### src/rtl/irq_collector.sv
module irq_collector #(
  parameter int NSRC = 128,
  parameter int AW   = 12
) (
  input  logic            clk,
  input  logic            rst_n,
  input  logic [NSRC-1:0] src_i,
  input  logic [AW-1:0]   addr_i,
  input  logic            wr_i,
  input  logic            rd_i,
  input  logic [31:0]     wdata_i,
  output logic [31:0]     rdata_o,
  output logic            irq_o
);
  localparam int IW = (NSRC > 1) ? $clog2(NSRC) : 1;
  localparam logic [AW-1:0] A_VEC  = AW'('h000);
  localparam logic [AW-1:0] A_ACK  = AW'('h010);
  localparam logic [AW-1:0] A_CTRL = AW'('h020);
  localparam logic [AW-1:0] A_STAT = AW'('h070);
  localparam logic [AW-1:0] A_SRC0 = AW'('h120);

  function automatic logic [31:0] merge(input logic [31:0] old, input logic [31:0] wd,
                                        input logic [1:0] kind);
    case (kind)
      2'd0:    return wd;
      2'd1:    return old | wd;
      2'd2:    return old & ~wd;
      default: return old;
    endcase
  endfunction

  logic [NSRC-1:0] en;
  logic [1:0]      lvl [NSRC];
  logic [31:0]     vec_q;
  logic            busy_q;
  logic [IW-1:0]   act_q;
  logic [1:0]      act_lvl_q;

  logic [1:0]    kind;
  logic [AW-1:0] base, off;
  logic          src_hit;
  logic [IW-1:0] sidx;

  assign kind    = addr_i[3:2];
  assign base    = {addr_i[AW-1:4], 4'h0};
  assign off     = addr_i - A_SRC0;
  assign src_hit = (addr_i >= A_SRC0) && (int'(off[AW-1:4]) < NSRC);
  assign sidx    = off[IW+3:4];

  logic          found;
  logic [IW-1:0] win;
  logic [1:0]    win_lvl;
  always_comb begin
    found   = 1'b0;
    win     = '0;
    win_lvl = '0;
    for (int i = 0; i < NSRC; i++) begin
      if (src_i[i] && en[i] && (!found || lvl[i] > win_lvl)) begin
        found   = 1'b1;
        win     = IW'(i);
        win_lvl = lvl[i];
      end
    end
  end

  assign irq_o = found && !busy_q;

  logic        take, wr_vec, wr_ack, wr_ctrl, wr_src, ack_hit, soft_rst;
  logic [31:0] ack_bits, ctrl_w, src_old, src_new;

  assign take     = rd_i && (base == A_STAT) && irq_o;
  assign wr_vec   = wr_i && (base == A_VEC);
  assign wr_ack   = wr_i && (base == A_ACK);
  assign wr_ctrl  = wr_i && (base == A_CTRL);
  assign wr_src   = wr_i && src_hit;
  assign ack_bits = (kind == 2'd0 || kind == 2'd1) ? wdata_i : 32'h0;
  assign ack_hit  = wr_ack && busy_q && ack_bits[act_lvl_q];
  assign ctrl_w   = merge(32'h0, wdata_i, kind);
  assign soft_rst = wr_ctrl && ctrl_w[31];
  assign src_old  = {29'h0, en[sidx], lvl[sidx]};
  assign src_new  = merge(src_old, wdata_i, kind);

  always_ff @(posedge clk or negedge rst_n) begin
    if (!rst_n) begin
      en        <= '0;
      vec_q     <= '0;
      busy_q    <= 1'b0;
      act_q     <= '0;
      act_lvl_q <= '0;
      for (int i = 0; i < NSRC; i++) lvl[i] <= 2'd0;
    end else begin
      if (wr_vec) vec_q <= merge(vec_q, wdata_i, kind);
      if (soft_rst)
        for (int i = 0; i < NSRC; i++) lvl[i] <= 2'd0;
      if (wr_src) begin
        en[sidx]  <= src_new[2];
        lvl[sidx] <= src_new[1:0];
      end
      if (take) begin
        busy_q    <= 1'b1;
        act_q     <= win;
        act_lvl_q <= win_lvl;
      end else if (ack_hit) begin
        busy_q <= 1'b0;
      end
    end
  end

  always_comb begin
    rdata_o = 32'h0;
    if (rd_i) begin
      if (base == A_VEC)       rdata_o = vec_q;
      else if (base == A_STAT) rdata_o = 32'(take ? win : act_q);
      else if (src_hit)        rdata_o = src_old;
    end
  end

  logic lvl_any;
  always_comb begin
    lvl_any = 1'b0;
    for (int i = 0; i < NSRC; i++) lvl_any = lvl_any | (|lvl[i]);
  end

  p_req_when_pending_r4: assert property (@(posedge clk) disable iff (!rst_n)
    (!busy_q && |(src_i & en)) |-> irq_o);
  p_take_silences_r6: assert property (@(posedge clk) disable iff (!rst_n)
    take |=> (busy_q && !irq_o));
  p_active_held_r7: assert property (@(posedge clk) disable iff (!rst_n)
    (busy_q && !ack_hit) |=> (busy_q && $stable(act_q)));
  p_idle_ack_ignored_r8: assert property (@(posedge clk) disable iff (!rst_n)
    (wr_ack && !busy_q && !take) |=> !busy_q);
  p_levels_cleared_r10: assert property (@(posedge clk) disable iff (!rst_n)
    soft_rst |=> !lvl_any);
endmodule

### config.mk
export PLATFORM = sky130hd
export DESIGN_NAME = irq_collector
export DESIGN_NICKNAME = d
export VERILOG_FILES = /design/src/rtl/irq_collector.sv
export SDC_FILE = /design/constraint.sdc
export NUM_CORES = 2
export LEC_CHECK = 0
export BUFFER_PORTS_ARGS = -buffer_cell sky130_fd_sc_hd__buf_2
export CAP_MARGIN = 20
export CORE_ASPECT_RATIO = 1.25
export CORE_MARGIN = 2
export CORE_UTILIZATION = 40
export DETAILED_ROUTE_END_ITERATION = 7
export GPL_ROUTABILITY_DRIVEN = 0
export SLEW_MARGIN = 20
export SYNTH_ARGS = -nofsm -noshare
export SYNTH_HDL_FRONTEND = slang
export SYNTH_SLANG_ARGS = --single-unit
### constraint.sdc
create_clock -name clk -period 510.1 [get_ports clk]
set_input_delay 102.02 -clock clk [delete_from_list [all_inputs] [get_ports clk]]
set_output_delay 102.02 -clock clk [all_outputs]
set_load 0.005 [all_outputs]
# Yosys cells after proc, flatten, opt, wreduce, memory -nomap -nowiden

Cells that the tools add are included.

Input bits: 176
Output and inout port bits: 33
Register bits: 426
Logic and storage cells: 1,218

$add $sub $neg: 1
Mux-type cells: 409
Reduce and logical (&&, ||, !) cells: 530
$lt $le $gt $ge: 134
Bitwise logic cells: 6
Equality and inequality tests: 5

Operators with widths:

| operator                | number |
|---|---|
| $mux W7                 | 127 |
| $mux W256               | 2 |
| $logic_and A1 B1 Y1     | 268 |
| $mux W2                 | 132 |
| $bwmux W256             | 1 |
| $gt A2 B2 Y1            | 127 |
| $mux W1                 | 134 |
| $bwmux W128             | 1 |
| $logic_not A1 Y1        | 128 |
| $logic_or A1 B1 Y1      | 128 |
| $mux W32                | 3 |
| $pmux W32 S3            | 1 |
| $and A32 B32 Y32        | 1 |
| $not A32 Y32            | 1 |
| $or A32 B32 Y32         | 1 |
| $bmux W2 S7             | 1 |
| $demux W2 S7            | 1 |
| $ge A12 B9 Y1 const B   | 1 |
| $logic_not A12 Y1       | 1 |
| $sub A12 B9 Y12 const B | 1 |
| $pmux W3 S3             | 1 |
| $eq A8 B1 Y1 const B    | 1 |
| $eq A8 B2 Y1 const B    | 1 |
| $eq A8 B3 Y1 const B    | 1 |
| 21 further kinds        | 21 |

# Depth between registers and ports, before layout

Word-level depth: 516
Gate-level depth with buffers: 869

# Least setup slack after synthesis

Ideal clock, no wire load.

Path type: input to output
Start: in src_i[0]
End: out rdata_o[5]
Data required time: 408.080 ns
Path buffers: 7
Stages on the path: 828
Arrival time: 252.009 ns
Setup slack: 156.071 ns
Cell sequence: and2_1 -> nand2_1 -> ha_1 -> nor2b_1 -> o2111a_1 -> o21ai_0 -> and2_1 -> ha_1 -> nor2b_1 -> o2111ai_1 -> and2_0 -> clkbuf_1 -> a21o_1 -> ha_1 -> nor2b_1 -> a2bb2oi_1 -> o21ba_2 -> clkbuf_1 -> [792 not listed] -> ha_1 -> inv_1 -> a21o_1 -> a21oi_1 -> or2_2 -> clkbuf_1 -> nor2_1 -> a21o_1 -> ha_1 -> nor2b_1 -> o21ai_0 -> a21o_1 -> nand3_1 -> or2_2 -> nor4_1 -> nand2_1 -> o22a_1 -> a22o_1

RTL lines:

| item               | line | source |
|---|---|---|
| start: declaration | 7    | `input logic [NSRC-1:0] src_i,` |
| end: declaration   | 12   | `output logic [31:0] rdata_o,` |

==> flow_summary_export.csv <==
group,metric,value,unit
status,status,"complete, no violations",
power_and_ir_drop,peakVddDrop,0.00269,mV
setup_path,start_kind,"input pin",
power_and_ir_drop,p_int,0.0771,mW
job,max-cap-violations,0,
sta,finalHoldViolCount,0,
cells_and_area,synthToLayoutAreaGrowth,12.0,%
synthesis,syn_avg_cell_area,8.60,um^2
grt,grt_pass1_vias,31400,
grt,grt_max_degree,187,
power_and_ir_drop,power_density,3.20,mW/mm^2
floorplan,io_pins,209,
clock_network,root_buffer,"clkbuf_16",
min_path,hp-class,"register to register",
clock_network,cts-buffers-inserted,51,
power_and_ir_drop,p_leak,16.7,nW
placement,dp_hpwl,92000,um
setup_path,slowest_stage,"o311ai_1",
routing,first_pass_iters,7,
cells_and_area,final_area,0.0380,mm^2
routing,wl_per_cell,23.7,um
grt,grt_pass1_wl,189000,um
power_and_ir_drop,power_frac_comb,0.367,
synthesis,syn-num-nets,4261,
setup_path,cp_max_fo,10,
setup_path,end_kind,"primary output",
synthesis,ys_warn_count,0,
floorplan,core,0.0841,mm^2
sta,setup_violations,0,
sta,fin_skew,0.0286,ns
routing,drc,0,
synthesis,ys.flop_type,"dfrtp_1",
synthesis,seq_area_frac_synth,0.314,
setup_path,required,408.08,ns
clock_network,cts-htree-levels,2,
routing,final_antenna_net_count,0,
clock_network,cts_buffer_depth,3,
sta,fin_crit_sh,0.746,
floorplan,initial_utilization,0.403,
synthesis,syn_area,0.0339,mm^2
floorplan,die_x,264,um
clock_network,clkSinkCount,426,
clock_network,cts.repair.resized,0,
synthesis,synthCells,3941,
setup_path,crit_top_cell,"nor2_1",
setup_path,max_stage_delay,0.89,ns
cells_and_area,final_nets,4413,
power_and_ir_drop,p_switching,0.0443,mW
routing,viasPerCell,6.20,
setup_path,cp.arrival,278.33,ns
power_and_ir_drop,pwr-share-seq,0.300,
placement,io_buffers,208,
setup_path,setup.worst_path.class,"input pin to primary output",
grt,grt_overflow,0,
grt,grt_usage,0.279,
sta,slew_violations,0,
placement,place_area,0.0361,mm^2
clock_network,postCtsHoldBufs,0,
synthesis,synth.distinct_cells,108,
synthesis,synth_edf_count,0,
routing,vias,32400,
clock_network,cts_tree,"built",
routing,drt-initial-drc-count,2633,
cells_and_area,layout-drive-gt1-share,0.170,
clock_network,path_clk_slew,0.06,ns
clock_network,cts_setup_buffers,0,
grt,antenna_found_initial,16,
floorplan,die_area,0.0871,mm^2
routing,routed_wl,124000,um
floorplan,rows,119,
synthesis,ys_ff_latch,426,
clock_network,clk-insertion-delay-late,0.64,ns
power_and_ir_drop,switching_share,0.365,
sta,max_freq,2.63,MHz
sta,min_period,380.35,ns
sta,worst_pin_slew,1.18,ns
sta,rsz0062_at_grt,"no",
sta,relSlewSlack,0.208,
power_and_ir_drop,clkPwrFrac,0.333,
synthesis,synth_async_sr_flop_share,1.00,
floorplan,die_y,330,um
sta,finalSetupTns,0,ns
-- cell usage after synthesis, types with 11 or more instances --
cell type | n | share of area
o2111ai_1 | 15 | 0.0039
nor2_1 | 361 | 0.040
a31oi_1 | 56 | 0.010
and2_1 | 90 | 0.017
a21o_1 | 38 | 0.0084
o211ai_1 | 29 | 0.0064
nor2b_1 | 50 | 0.0092
o211a_1 | 11 | 0.0032
nand2b_1 | 21 | 0.0039
o311ai_0 | 13 | 0.0034
o21bai_1 | 18 | 0.0040
nor4_1 | 28 | 0.0052
a21oi_1 | 202 | 0.030
nand3_1 | 288 | 0.043
mux2_2 | 150 | 0.050
nand2_1 | 510 | 0.056
dfrtp_1 | 426 | 0.31
a211oi_1 | 34 | 0.0075
o31ai_1 | 29 | 0.0064
o21ai_0 | 291 | 0.043
inv_1 | 179 | 0.020
ha_1 | 144 | 0.053
nor3_1 | 76 | 0.011
o22ai_1 | 45 | 0.0083
o21ai_1 | 12 | 0.0018
a21boi_0 | 13 | 0.0029
mux2i_1 | 92 | 0.027
clkbuf_1 | 124 | 0.014
buf_1 | 18 | 0.0020
a31o_2 | 11 | 0.0028
or3_1 | 17 | 0.0031
maj3_1 | 24 | 0.0071
or2_2 | 24 | 0.0044
a22oi_1 | 21 | 0.0046
mux4_2 | 127 | 0.084
nand4_1 | 36 | 0.0066
o21a_1 | 26 | 0.0058
and3_1 | 48 | 0.0089
-- cell families (layout without fill, tap and decap cells) --
group           count (synthesis)  in the layout  synth area share
compound gates               1026           1026             0.198
flops                         426            426             0.314
fa+ha+maj                     168            168            0.0602
mux                           372            372             0.163
buf+inv                       326            520            0.0363
other cells                     0              7                 0
xor+xnor                        6              6           0.00155
simple gates                 1617           1617             0.227
-- layer usage --
metal,routed length [um],part of all wire,vias to the layer above,global-route usage
li1,-,-,15100,-
met1,47500,0.38,15900,0.328
met2,61600,0.50,1105,0.491
met3,8120,0.065,316,0.0518
met4,6700,0.054,18,0.137
met5,115,0.00093,-,0
-- power by group through the flow --
stage	Clock [mW]	Sequential, mW	Combinational [mW]
after global placement	0	0.0370	0.0432
after floorplan	0	0.0364	0.0318
final	0.0405	0.0364	0.0445
after global routing	0.0425	0.0366	0.0499
after CTS	0.0412	0.0364	0.0441
after detailed placement	0	0.0370	0.0439
-- area by class of cell --
| cell class | instances | area [um^2] |
|---|---|---|
| Fill cell | 8252 | 46100 |
| Multi-Input combinational cell | 3189 | 22100 |
| Sequential cell | 426 | 10700 |
| Clock buffer | 67 | 1430 |
| Tap cell | 1089 | 1360 |
| Timing Repair Buffer | 245 | 1360 |
| Inverter | 180 | 676 |
| Clock inverter | 28 | 394 |
| Antenna cell | 7 | 17.5 |
-- metrics by stage --
stage / utilization / power [mW] / setup slack (ns) / hold WS [ns] / std cells
finish: 0.452 / 0.121 / 129.75 / 0.491 / 5231
global route: 0.451 / 0.129 / 114.65 / 0.510 / 5226
CTS: 0.451 / 0.122 / 131.44 / 0.490 / 5222
detailed placement: 0.430 / 0.0809 / 132.18 / 0.474 / 5127
global placement: 0.430 / 0.0801 / 134.44 / 0.477 / 5126
floorplan: - / 0.0682 / 156.07 / 0.446 / 3941
-- worst paths after layout --
path	start	slack, ns	end	cells after the start
hold / removal	busy_q$_DFFE_PN0P_	0.49	busy_q$_DFFE_PN0P_	2
setup / recovery	src_i[0]	129.75	rdata_o[4]	925
min in group asynchronous	rst_n	101.38	en[111]$_DFFE_PN0P_	1
hold reg to reg	busy_q$_DFFE_PN0P_	0.49	busy_q$_DFFE_PN0P_	2
setup reg to reg	en[0]$_DFFE_PN0P_	333.51	act_q[4]$_DFFE_PN0P_	818
max in group asynchronous	rst_n	406.66	en[62]$_DFFE_PN0P_	3
-- worst max-delay path, delay by kind of cell --
family	cells	cell delay, ns
compound gates	370	86.06
fa+ha+maj	169	47.10
buf+inv	22	1.95
mux	28	9.92
simple gates	336	54.67
-- state kept, by name (all words and copies together), names as in the netlist --
| register | count |
|---|---|
| lvl | 256 |
| en | 128 |
| vec_q | 32 |
| act_q | 7 |
| act_lvl_q | 2 |
| busy_q | 1 |
-- cells in the final DEF (no fill, tap or decap), types with 46 or more instances in the layout --
master     count
nor2_1       361
dfrtp_1      426
a31oi_1       56
o21ai_0      291
ha_1         144
a21oi_1      201
clkbuf_16     52
nor2b_1       46
and3_1        48
and2_1        90
mux2i_1       92
inv_1        179
nand3_1      288
mux2_2       150
buf_2        208
nand2_1      510
mux4_2       127
nor3_1        75
No activity file was read; power rests on OpenSTA's default activity.
